## config.mk

```make
export PLATFORM = sky130hd
export DESIGN_NAME = wkirq_ctrl
export DESIGN_NICKNAME = d
export VERILOG_FILES = /design/src/rtl/wkirq_pkg.sv /design/src/rtl/wkirq_sync.sv /design/src/rtl/wkirq_edge_det.sv /design/src/rtl/wkirq_regs.sv /design/src/rtl/wkirq_req_fsm.sv /design/src/rtl/wkirq_ctrl.sv
export SDC_FILE = /design/constraint.sdc
export NUM_CORES = 1
export LEC_CHECK = 0
export BUFFER_PORTS_ARGS = -buffer_cell sky130_fd_sc_hd__buf_4
export CAP_MARGIN = 20
export CORE_MARGIN = 4
export CORE_UTILIZATION = 48
export CTS_CLUSTER_SIZE = 14
export DETAILED_ROUTE_END_ITERATION = 7
export GPL_ROUTABILITY_DRIVEN = 0
export PLACE_DENSITY = 0.78
export SETUP_SLACK_MARGIN = 0.2
export SYNTH_ARGS = -nofsm -noshare
export SYNTH_HDL_FRONTEND = slang
export SYNTH_SLANG_ARGS = --single-unit
```

## constraint.sdc

```tcl
create_clock -name clk -period 2.6 [get_ports clk]
set_input_delay 0.26 -clock clk [delete_from_list [all_inputs] [get_ports clk]]
set_output_delay 0.26 -clock clk [all_outputs]
set_load 0.1 [all_outputs]
```

## src/rtl/wkirq_pkg.sv

```systemverilog
package wkirq_pkg;

    typedef enum logic [1:0] {
        RA_EDGE = 2'd0,
        RA_FLAG = 2'd1,
        RA_FUNC = 2'd2,
        RA_MASK = 2'd3
    } reg_addr_e;

    typedef enum logic [1:0] {
        ST_IDLE    = 2'd0,
        ST_REQUEST = 2'd1,
        ST_ENTRY   = 2'd2
    } req_state_e;

endpackage

```

## src/rtl/wkirq_sync.sv

```systemverilog
module wkirq_sync #(
    parameter int NUM_PINS = 8
) (
    input  logic                clk,
    input  logic                rst_n,
    input  logic [NUM_PINS-1:0] pin_async,
    output logic [NUM_PINS-1:0] smp_now,
    output logic [NUM_PINS-1:0] smp_prev
);

    for (genvar i = 0; i < NUM_PINS; i++) begin : g_pin
        logic meta_q;
        logic stable_q;
        logic prev_q;

        always_ff @(posedge clk or negedge rst_n) begin
            if (!rst_n) begin
                meta_q   <= 1'b0;
                stable_q <= 1'b0;
                prev_q   <= 1'b0;
            end else begin
                meta_q   <= pin_async[i];
                stable_q <= meta_q;
                prev_q   <= stable_q;
            end
        end

        assign smp_now[i]  = stable_q;
        assign smp_prev[i] = prev_q;
    end

endmodule

```

## src/rtl/wkirq_edge_det.sv

```systemverilog
module wkirq_edge_det #(
    parameter int NUM_PINS = 8
) (
    input  logic                clk,
    input  logic                rst_n,
    input  logic [NUM_PINS-1:0] smp_now,
    input  logic [NUM_PINS-1:0] smp_prev,
    input  logic [NUM_PINS-1:0] pol_q,
    input  logic [NUM_PINS-1:0] func_q,
    output logic [NUM_PINS-1:0] hit
);

    // Settings are delayed by one cycle, so that detection uses the
    // configuration that was in force before a register write.
    logic [NUM_PINS-1:0] pol_d;
    logic [NUM_PINS-1:0] func_d;

    always_ff @(posedge clk or negedge rst_n) begin
        if (!rst_n) begin
            pol_d  <= '0;
            func_d <= '0;
        end else begin
            pol_d  <= pol_q;
            func_d <= func_q;
        end
    end

    logic [NUM_PINS-1:0] rise;
    logic [NUM_PINS-1:0] fall;

    always_comb begin
        rise = smp_now & ~smp_prev;
        fall = ~smp_now & smp_prev;
        hit  = func_d & ((pol_d & rise) | (~pol_d & fall));
    end

    // a pin that was not in wakeup function one cycle ago cannot hit
    p_func_gate_r3: assert property (@(posedge clk) disable iff (!rst_n)
        (hit & ~$past(func_q)) == '0);

endmodule

```

## src/rtl/wkirq_regs.sv

```systemverilog
module wkirq_regs
    import wkirq_pkg::*;
#(
    parameter int NUM_PINS = 8
) (
    input  logic                clk,
    input  logic                rst_n,
    input  logic                reg_we,
    input  logic [1:0]          reg_addr,
    input  logic [NUM_PINS-1:0] reg_wdata,
    output logic [NUM_PINS-1:0] reg_rdata,
    input  logic [NUM_PINS-1:0] hit,
    input  logic                take,
    output logic [NUM_PINS-1:0] pol_q,
    output logic [NUM_PINS-1:0] func_q,
    output logic [NUM_PINS-1:0] flag_q,
    output logic                mask_q
);

    logic wr_pol;
    logic wr_flag;
    logic wr_func;
    logic wr_mask;

    always_comb begin
        wr_pol  = reg_we && (reg_addr == RA_EDGE);
        wr_flag = reg_we && (reg_addr == RA_FLAG);
        wr_func = reg_we && (reg_addr == RA_FUNC);
        wr_mask = reg_we && (reg_addr == RA_MASK);
    end

    // Writing a 0 to a flag clears it, and writing a 1 keeps it.
    // A new hit overrides a clear in the same cycle.
    logic [NUM_PINS-1:0] clr_vec;
    logic [NUM_PINS-1:0] flag_n;

    always_comb begin
        clr_vec = wr_flag ? ~reg_wdata : '0;
        flag_n  = (flag_q & ~clr_vec) | hit;
    end

    always_ff @(posedge clk or negedge rst_n) begin
        if (!rst_n) begin
            pol_q  <= '0;
            func_q <= '0;
            flag_q <= '0;
            mask_q <= 1'b0;
        end else begin
            flag_q <= flag_n;
            if (wr_pol) begin
                pol_q <= reg_wdata;
            end
            if (wr_func) begin
                func_q <= reg_wdata;
            end
            if (take) begin
                mask_q <= 1'b1;
            end else if (wr_mask) begin
                mask_q <= reg_wdata[0];
            end
        end
    end

    always_comb begin
        unique case (reg_addr)
            RA_EDGE: reg_rdata = pol_q;
            RA_FLAG: reg_rdata = flag_q;
            RA_FUNC: reg_rdata = func_q;
            default: reg_rdata = {{(NUM_PINS-1){1'b0}}, mask_q};
        endcase
    end

    // without a flag write, no set flag bit may drop
    p_flag_sticky_r4: assert property (@(posedge clk) disable iff (!rst_n)
        !wr_flag |=> ((flag_q & $past(flag_q)) == $past(flag_q)));

    // every hit shows up as a set flag on the next edge, even with a clear
    p_edge_wins_r5: assert property (@(posedge clk) disable iff (!rst_n)
        (hit != '0) |=> ((flag_q & $past(hit)) == $past(hit)));

    // an acknowledge take always leaves the mask set
    p_take_mask_r10: assert property (@(posedge clk) disable iff (!rst_n)
        take |=> mask_q);

endmodule

```

## src/rtl/wkirq_req_fsm.sv

```systemverilog
module wkirq_req_fsm
    import wkirq_pkg::*;
(
    input  logic clk,
    input  logic rst_n,
    input  logic pend,
    input  logic ack,
    output logic req,
    output logic take
);

    req_state_e state_q;
    req_state_e state_n;

    always_comb begin
        state_n = state_q;
        unique case (state_q)
            ST_IDLE: begin
                if (pend) state_n = ST_REQUEST;
            end
            ST_REQUEST: begin
                if (ack)       state_n = ST_ENTRY;
                else if (!pend) state_n = ST_IDLE;
            end
            ST_ENTRY: begin
                state_n = ST_IDLE;
            end
            default: state_n = ST_IDLE;
        endcase
    end

    always_ff @(posedge clk or negedge rst_n) begin
        if (!rst_n) state_q <= ST_IDLE;
        else        state_q <= state_n;
    end

    always_comb begin
        req  = (state_q == ST_REQUEST);
        take = (state_q == ST_REQUEST) && ack;
    end

    // an accepted request drops the request line on the next edge
    p_ack_drop_r8: assert property (@(posedge clk) disable iff (!rst_n)
        (req && ack) |=> !req);

    // the request line follows the pending condition of the cycle before
    p_req_cond_r6: assert property (@(posedge clk) disable iff (!rst_n)
        req |-> $past(pend));

endmodule

```

## src/rtl/wkirq_ctrl.sv

```systemverilog
module wkirq_ctrl #(
    parameter int NUM_PINS = 8,
    parameter int VEC_W    = 8,
    parameter int VEC_NUM  = 9
) (
    input  logic                clk,
    input  logic                rst_n,
    input  logic [NUM_PINS-1:0] wk_pin,
    input  logic                grp_en,
    input  logic                reg_we,
    input  logic [1:0]          reg_addr,
    input  logic [NUM_PINS-1:0] reg_wdata,
    output logic [NUM_PINS-1:0] reg_rdata,
    input  logic                irq_ack,
    output logic                irq_req,
    output logic [VEC_W-1:0]    irq_vector
);

    localparam logic [VEC_W-1:0] VEC_CODE = VEC_W'(VEC_NUM);

    logic [NUM_PINS-1:0] smp_now;
    logic [NUM_PINS-1:0] smp_prev;
    logic [NUM_PINS-1:0] hit;
    logic [NUM_PINS-1:0] pol_q;
    logic [NUM_PINS-1:0] func_q;
    logic [NUM_PINS-1:0] flag_q;
    logic                mask_q;
    logic                pend;
    logic                take;

    wkirq_sync #(.NUM_PINS(NUM_PINS)) u_sync (
        .clk       (clk),
        .rst_n     (rst_n),
        .pin_async (wk_pin),
        .smp_now   (smp_now),
        .smp_prev  (smp_prev)
    );

    wkirq_edge_det #(.NUM_PINS(NUM_PINS)) u_edge (
        .clk      (clk),
        .rst_n    (rst_n),
        .smp_now  (smp_now),
        .smp_prev (smp_prev),
        .pol_q    (pol_q),
        .func_q   (func_q),
        .hit      (hit)
    );

    wkirq_regs #(.NUM_PINS(NUM_PINS)) u_regs (
        .clk       (clk),
        .rst_n     (rst_n),
        .reg_we    (reg_we),
        .reg_addr  (reg_addr),
        .reg_wdata (reg_wdata),
        .reg_rdata (reg_rdata),
        .hit       (hit),
        .take      (take),
        .pol_q     (pol_q),
        .func_q    (func_q),
        .flag_q    (flag_q),
        .mask_q    (mask_q)
    );

    assign pend = (|flag_q) && grp_en && !mask_q;

    wkirq_req_fsm u_fsm (
        .clk   (clk),
        .rst_n (rst_n),
        .pend  (pend),
        .ack   (irq_ack),
        .req   (irq_req),
        .take  (take)
    );

    assign irq_vector = VEC_CODE;

    // acknowledge of a live request leaves the mask set
    p_ack_mask_r8: assert property (@(posedge clk) disable iff (!rst_n)
        (irq_req && irq_ack) |=> mask_q);

    // a newly set flag needs the pin function enabled two cycles earlier
    p_flag_func_r3: assert property (@(posedge clk) disable iff (!rst_n)
        ((flag_q & ~$past(flag_q)) & ~$past(func_q, 2)) == '0);

    // the request never stays up while the mask is already set
    p_mask_blocks_r6: assert property (@(posedge clk) disable iff (!rst_n)
        (mask_q && $past(mask_q)) |-> !irq_req);

endmodule

```

==> After elaboration in Yosys (flattened, before gate mapping) <==
Cells that the tools add are included.
{ "classes": {"n_eq_ne": 6, "muxes": 8, "bitwise": 13, "n_reduce_logical": 13} }
{ "op_table": {"columns": ["operator", "n"], "rows": [
  ["bitwise AND 8 bit", 6],
  ["NOT 8 bit", 5],
  ["one-hot mux 8 bit (3 select lines)", 1],
  ["bitwise OR 8 bit", 2],
  ["two-way mux 8 bit", 1],
  ["OR reduction 8 bit", 1],
  ["logical AND 1 bit", 7],
  ["two-way mux 2 bit", 3],
  ["equality test 2 x 1 -> 1 bit, second input constant", 2],
  ["equality test 2 bit, second input constant", 2],
  ["zero test 2 bit", 2],
  ["one-hot mux 2 bit (2 select lines)", 1],
  ["!= test 3 bit, second input constant", 1],
  ["two-way mux 1 bit", 2],
  ["!= test 2 x 1 -> 1 bit, second input constant", 1],
  ["AND reduction 2 bit", 1],
  ["nonzero test 2 bit", 1],
  ["zero test 1 bit", 1]
]} }
{ "word_totals": {"elab_cells": 71, "ff_bits": 67, "out_inout_bits": 17} }

==> Logic depth before layout (Yosys ltp) <==
Gate-level depths: netlist of run 1.
{ "depth": {"ltp_word": 6, "ltp_mapped": 4} }

==> By module <==
A second synthesis of run 1 with hierarchy kept.
{ "hier_totals": {"hier_cells": 193, "area_unflattened_um2": 2666.3} }
{ "modules_own_cells": {"columns": ["module", "instances", "cells_per_inst", "area_per_inst_um2"], "rows": [
  ["wkirq_regs", 1, 92, 1163.6],
  ["wkirq_sync", 1, 40, 720.7],
  ["wkirq_edge_det", 1, 40, 590.6],
  ["wkirq_ctrl", 1, 14, 103.8],
  ["wkirq_req_fsm", 1, 7, 87.6]
]} }

==> Worst setup path after synthesis of run 1 <==
No wires, ideal clock.
{ "synth_path": {"path_type": "input to output", "startpoint": "input reg_addr[1]", "endpoint": "output reg_rdata[1]", "required_time_ns": 2.340, "path_stages": 3, "arrival_ns": 2.649, "path_slack_ns": -0.309, "cell_sequence": "buf_4 -> mux2i_1 -> o21ai_0"} }
{ "synth_via": {"elab_chain_cells": 2, "elab_cells_between_ends": 4, "cone_classes": "eq/ne: 2; mux: 1; reduce/logical: 1"} }
{ "synth_lines": {"columns": ["element", "line_no", "source"], "rows": [
  ["start, declared", "wkirq_ctrl.sv:11", "input logic [1:0] reg_addr,"],
  ["equality test 2 bit, or another cell as far along", "wkirq_regs.sv:65", "unique case (reg_addr)"],
  ["one-hot mux 8 bit (3 select lines) (*)", "wkirq_regs.sv:65", null],
  ["end, declared", "wkirq_ctrl.sv:13", "output logic [NUM_PINS-1:0] reg_rdata,"]
]} }
Every way passes the cells marked *; elsewhere a longest branch is shown, timed or not.

==> Worst setup path after layout of run 1 <==
{ "layout_path": {"startpoint": "register u_regs.flag_q[0]", "endpoint": "output reg_rdata[0]"} }
{ "layout_via": {"elab_chain_cells": 1} }
{ "layout_lines": {"columns": ["element", "line_no", "source"], "rows": [
  ["start, declared", "wkirq_regs.sv:16", "output logic [NUM_PINS-1:0] flag_q,"],
  ["start signal, assigned", "wkirq_regs.sv:49", "flag_q <= flag_n;"],
  ["one-hot mux 8 bit (3 select lines)", "wkirq_regs.sv:65", null]
]} }
Every way passes these cells.

==> results of run 1 <==
-- Yosys cell counts --
library cell  number  area [um2]
mux2i_1            7        70.1
buf_6              1        11.3
nand2_1           17        63.8
and2b_1            1        7.51
dfrtp_1           67        1680
mux2_2            16         180
nand3_1            1        5.00
o21ai_0            7        35.0
or3_1              8        50.1
nor2b_1            1        6.26
nor4_1             2        12.5
a22o_1             8        70.1
a211o_1            1        8.76
mux4_2             1        22.5
nand2b_1           8        50.1
nor3b_4            1        18.8
nand3b_2           1        11.3
conb_1             2        7.51
inv_1              1        3.75
nor2_1             1        3.75
a211oi_1           1        7.51
buf_4              9        67.6
nand3b_1           1        7.51
buf_2              1        5.00
and2_1             1        6.26
o22ai_1            8        50.1
-- power by group through the flow --
stage,clock (mW),combinational [mW],sequential (mW)
after floorplan,0,0.465,1.30
after global placement,0,0.569,1.33
after detailed placement,0,0.579,1.34
after CTS,0.849,0.580,1.32
after global routing,0.900,0.610,1.34
final,0.825,0.575,1.32
-- state kept, by name, summed over array words and instances, names as in the netlist --
register and count:
u_edge.func_d 8, u_edge.pol_d 8, u_regs.flag_q 8, u_regs.func_q 8
u_regs.pol_q 8, u_sync.g_pin.meta_q 8, u_sync.g_pin.prev_q 8, u_sync.g_pin.stable_q 8
u_fsm.state_q 2, u_regs.mask_q 1
-- worst max-delay path, cell delays in order (launching register included) --
cell and delay, ps:
dfrtp_1 410, mux4_2 460, buf_4 250
-- metrics by stage --
| step | instance area (um2) | utilization (%) |
|---|---|---|
| after CTS | 2900 | 59.8 |
| after detailed placement | 2710 | 56.0 |
| after floorplan | 2480 | - |
| final | 2900 | 59.8 |
| after global routing | 2900 | 59.8 |
| after global placement | 2710 | 56.0 |
-- metal layers --
metal  vias up  global-route usage [%]  share of wire [%]
met5         -                       0                  0
met4         0                    6.19               0.98
met3         5                    5.30                6.8
met2        53                    21.8                 46
met1       714                    20.9                 46
li1        671                       -                  -
-- worst paths after layout --
| check | end | slack, ps | depth (start not counted) |
|---|---|---|---|
| min | u_sync.g_pin[2].stable_q | 10 | 1 |
| max reg2reg | u_fsm.state_q[0] | 1460 | 2 |
| min reg2reg | u_sync.g_pin[6].stable_q | 350 | 0 |
| max | reg_rdata[0] | 900 | 2 |
| max in group asynchronous | u_edge.func_d[3] | 2050 | 1 |
| min in group clk | u_sync.g_pin[7].meta_q | 30 | 1 |
-- logic make-up (layout without fill, tap and decap cells) --
kind of cell | after synthesis | after routing | synth area share, %
simple gates | 43 | 43 | 9.87
other cells | 2 | 8 | 0.305
flops | 67 | 67 | 68.2
mux | 24 | 24 | 11.1
buf+inv | 12 | 48 | 3.56
compound gates | 25 | 25 | 6.97
-- area by class of cell --
cell class / count / area (um2)
fill: 391 / 1950
sequential: 67 / 1680
multi-input combinational: 100 / 717
timing repair buffer: 31 / 233
clock buffer: 14 / 153
tap: 67 / 83.8
clock inverter: 2 / 35.0
inverter: 1 / 3.75
==> results.sh, run 1 <==
export IMPL_outcome="complete, no violations"
export IMPL_p_per_area_nw_per_um2=938
export IMPL_switching_power_uw=860
export IMPL_rsz0062_at_grt="false"
export IMPL_initial_core_util_pct=50.7
export IMPL_dpl_cell_count=266
export IMPL_ys_ff_latch=67
export IMPL_swShare_pct=31.6
export IMPL_p_seq_share_pct=48.6
export IMPL_cp_data_arrival_time_ps=1440
export IMPL_cts_sinks=67
export IMPL_syn_avg_cell_area_um2=14.2
export IMPL_vias=1443
export IMPL_fin_crit_sh_pct=65.4
export IMPL_crit_path_start="u_regs.flag_q[0]"
export IMPL_routed_wl_um=4270
export IMPL_cts_setup_buffers=0
export IMPL_crit_path_end_kind="output pin"
export IMPL_hold_viol_final=0
export IMPL_p_total_mw=2.72
export IMPL_grt_max_degree=68
export IMPL_final_net_count=233
export IMPL_postCtsHoldBufs=0
export IMPL_drt_pass1_iterations=4
export IMPL_leakagePower_nw=1.33
export IMPL_dpl_hpwl_um=2760
export IMPL_grt_overflow=0
export IMPL_ys_warnings_count=0
export IMPL_drive_gt1_share_pct=28.8
export IMPL_final_common_cell="dfrtp_1"
export IMPL_clockBufferDepth=2
export IMPL_grt_usage_pct=15.2
export IMPL_tightestPinTransition_ps=810
export IMPL_cts_buffers=9
export IMPL_diodes=0
export IMPL_core_um2=4850
export IMPL_yosysUniqueCellTypes=26
export IMPL_fp_row_count=25
export IMPL_dieHeight_um=79.6
export IMPL_cts_htree_levels=3
export IMPL_ir_drop_uv=721
export IMPL_combPwrFrac_pct=21.1
export IMPL_cts_resized=0
export IMPL_insertion_delay_ps=330
export IMPL_root_buffer="clkbuf_8"
export IMPL_grt_first_pass_wirelength_um=7090
export IMPL_grt_pass1_vias=1523
export IMPL_yosysSeqAreaShare_pct=68.2
export IMPL_whs_ps=11.9
export IMPL_io_buffers=31
export IMPL_drt_iter0_drc=100
export IMPL_fin_tns_setup_ps=0
export IMPL_cts_tree="yes"
export IMPL_crit_type="register to output pin"
export IMPL_stdcell_count=282
export IMPL_cp_max_fo=3
export IMPL_post_route_min_period_ps=1700
export IMPL_hold_path_class="input port to asynchronous set/reset pin"
export IMPL_clkPwrFrac_pct=30.3
export IMPL_worstPathRequired_ps=2340
export IMPL_setup_violations=0
export IMPL_die_w_um=79.6
export IMPL_maxCapViolations=0
export IMPL_drc=0
export IMPL_internal_power_mw=1.86
export IMPL_antenna_left=0
export IMPL_syn_inst=173
export IMPL_syn_area_um2=2460
export IMPL_dieArea_um2=6330
export IMPL_area_growth_pct=18.0
export IMPL_cp_start_kind="register"
export IMPL_relSlewSlack_pct=46.0
export IMPL_setup_slack_ps=899
export IMPL_layout_common_cells="dfrtp_1, buf_4, nand2_1"
export IMPL_antenna_found_initial=0
export IMPL_regToRegStartpoint="u_regs.flag_q[5]"
export IMPL_fmax_ghz=0.588
export IMPL_clkTransAtPathRegs_ps=70
export IMPL_skew_ps=3.94
export IMPL_dp_slack_ps=990
export IMPL_slew_viol_final=0
export IMPL_wire_per_inst_um=15.1
export IMPL_via_per_inst=5.12
export IMPL_io_pins=40
No activity file was read; power rests on OpenSTA's default activity.
==> run 2: changes to the inputs <==
Clock period 2.6 ns to 1.7 ns, I/O delays scaled along.
==> run 2 against run 1 <==
Effect of this change:
- worst hold slack gained 68 ps
- power grew 62%
- register-to-register slack lost 830 ps
- sequential power grew 53%
- final cell count grew 5.7%
- non-clock buffer count grew 17
- highest routed layer unchanged
- routed wire length grew 5.8%
- final area grew 8.6%
- critical path type unchanged
==> results.sh, run 2 (synthesized netlist as in run 1, its figures left out) <==
export IMPL_cp_max_fo=3
export IMPL_root_buffer="clkbuf_8"
export IMPL_vias=1488
export IMPL_cp_slowest_cell="mux4_2"
export IMPL_dpl_hpwl_um=3140
export IMPL_core_um2=4850
export IMPL_grt_first_pass_wirelength_um=7420
export IMPL_drt_pass1_iterations=4
export IMPL_p_per_area_nw_per_um2=1400
export IMPL_setup_violations=0
export IMPL_slew_viol_final=0
export IMPL_post_route_min_period_ps=1600
export IMPL_io_buffers=31
export IMPL_final_common_cell="dfrtp_1"
export IMPL_fp_row_count=25
export IMPL_outcome="complete, no violations"
export IMPL_grt_pass1_vias=1573
export IMPL_io_pins=40
export IMPL_cts_tree="yes"
export IMPL_final_net_count=250
export IMPL_cp_data_arrival_time_ps=1430
export IMPL_cp_cell_sequence="mux4_2, buf_12"
export IMPL_ir_drop_uv=736
export IMPL_grt_max_degree=38
export IMPL_crit_path_end_kind="output pin"
export IMPL_area_growth_pct=28.2
export IMPL_hold_path_class="input port to register"
export IMPL_cpLargestDelayFamily="multiplexers"
export IMPL_antenna_left=0
export IMPL_worstPathRequired_ps=1530
export IMPL_drt_iter0_drc=60
export IMPL_drc=0
export IMPL_skew_ps=5.11
export IMPL_setup_slack_ps=99.9
export IMPL_cp_start_kind="register"
export IMPL_grt_usage_pct=16.0
export IMPL_dp_slack_ps=348
export IMPL_dieHeight_um=79.6
export IMPL_fmax_ghz=0.625
export IMPL_fin_tns_setup_ps=0
export IMPL_antenna_found_initial=0
export IMPL_cts_htree_levels=3
export IMPL_wire_per_inst_um=15.2
export IMPL_insertion_delay_ps=340
export IMPL_grt_overflow=0
export IMPL_maxCapViolations=0
export IMPL_cts_sinks=67
export IMPL_die_w_um=79.6
export IMPL_diodes=0
export IMPL_clkTransAtPathRegs_ps=70
export IMPL_critical_path_buf_inv_count=1
export IMPL_via_per_inst=4.99
export IMPL_clockBufferDepth=2
export IMPL_critPathMaxStageDelay_ps=500
export IMPL_hold_viol_final=0
export IMPL_fin_crit_sh_pct=94.1
export IMPL_cts_buffers=9
export IMPL_drive_gt1_share_pct=34.6
export IMPL_rsz0062_at_grt="true"
export IMPL_dieArea_um2=6330
export IMPL_leakagePower_nw=1.45
export IMPL_routed_wl_um=4520
export IMPL_crit_type="register to output pin"
export IMPL_initial_core_util_pct=50.7
export IMPL_layout_common_cells="dfrtp_1, buf_4, nand2_1"
## run 2: changes by cell type in the layout (fill, tap and decap cells not counted), moves of 3 or more
cell,delta
buf_12,+3
o21ai_1,-7
clkbuf_1,-3
dlygate4sd3_1,+9
buf_4,+4
o21ai_2,+7
clkbuf_8,+3
## run 2: per-stage QoR
step	std cells	hold WS [ps]	power (mW)	utilization, %	instance area (um2)
6_report	298	79.8	4.42	65.0	3150
5_1_grt	298	61.9	4.60	65.0	3150
4_1_cts	297	60.3	4.45	64.8	3140
3_5_place_dp	271	169	2.99	58.0	2810
3_3_place_gp	271	165	2.96	58.0	2810
2_1_floorplan	179	-126	2.73	-	2510
## run 2: per-layer routing
layer  wire length (um)  GRT usage, %
met1               2080          20.5
met2               2090          24.0
met3                245          5.30
met4                103          8.25
met5                  0             0
## run 2: final timing paths
kind	startpoint	end	slack (ps)	depth (start not counted)
max in group asynchronous	rst_n	u_sync.g_pin[1].meta_q	890	3
worst max register to register	u_regs.flag_q[5]	u_fsm.state_q[0]	630	2
worst min-delay path	reg_wdata[3]	u_regs.pol_q[3]	80	2
worst min register to register	u_sync.g_pin[1].meta_q	u_sync.g_pin[1].stable_q	350	0
worst max-delay path	u_regs.pol_q[0]	reg_rdata[0]	100	2
min in group asynchronous	rst_n	u_regs.pol_q[2]	340	2
## run 2: timing repair
action / 4_1_cts / 5_1_grt
resized for setup: 3 / 1
setup endpoints to repair: 1 / 2
hold buffers: 9 / 0
pin swaps: 0 / 0
buffers inserted: 2 / 1
hold endpoints to repair: 43 / 0
## run 2: final cells by class
cell class / instances / area, um2
timing repair buffer: 48 / 424
clock buffer: 14 / 183
clock inverter: 1 / 30.0
multi-input combinational: 100 / 751
sequential: 67 / 1680
fill: 379 / 1700
inverter: 1 / 3.75
tap: 67 / 83.8
## run 2: power by group
| group | internal [mW] | switching (mW) |
|---|---|---|
| Sequential | 1.85 | 0.172 |
| Clock | 0.831 | 0.550 |
| Combinational | 0.367 | 0.645 |
| Total | 3.05 | 1.37 |
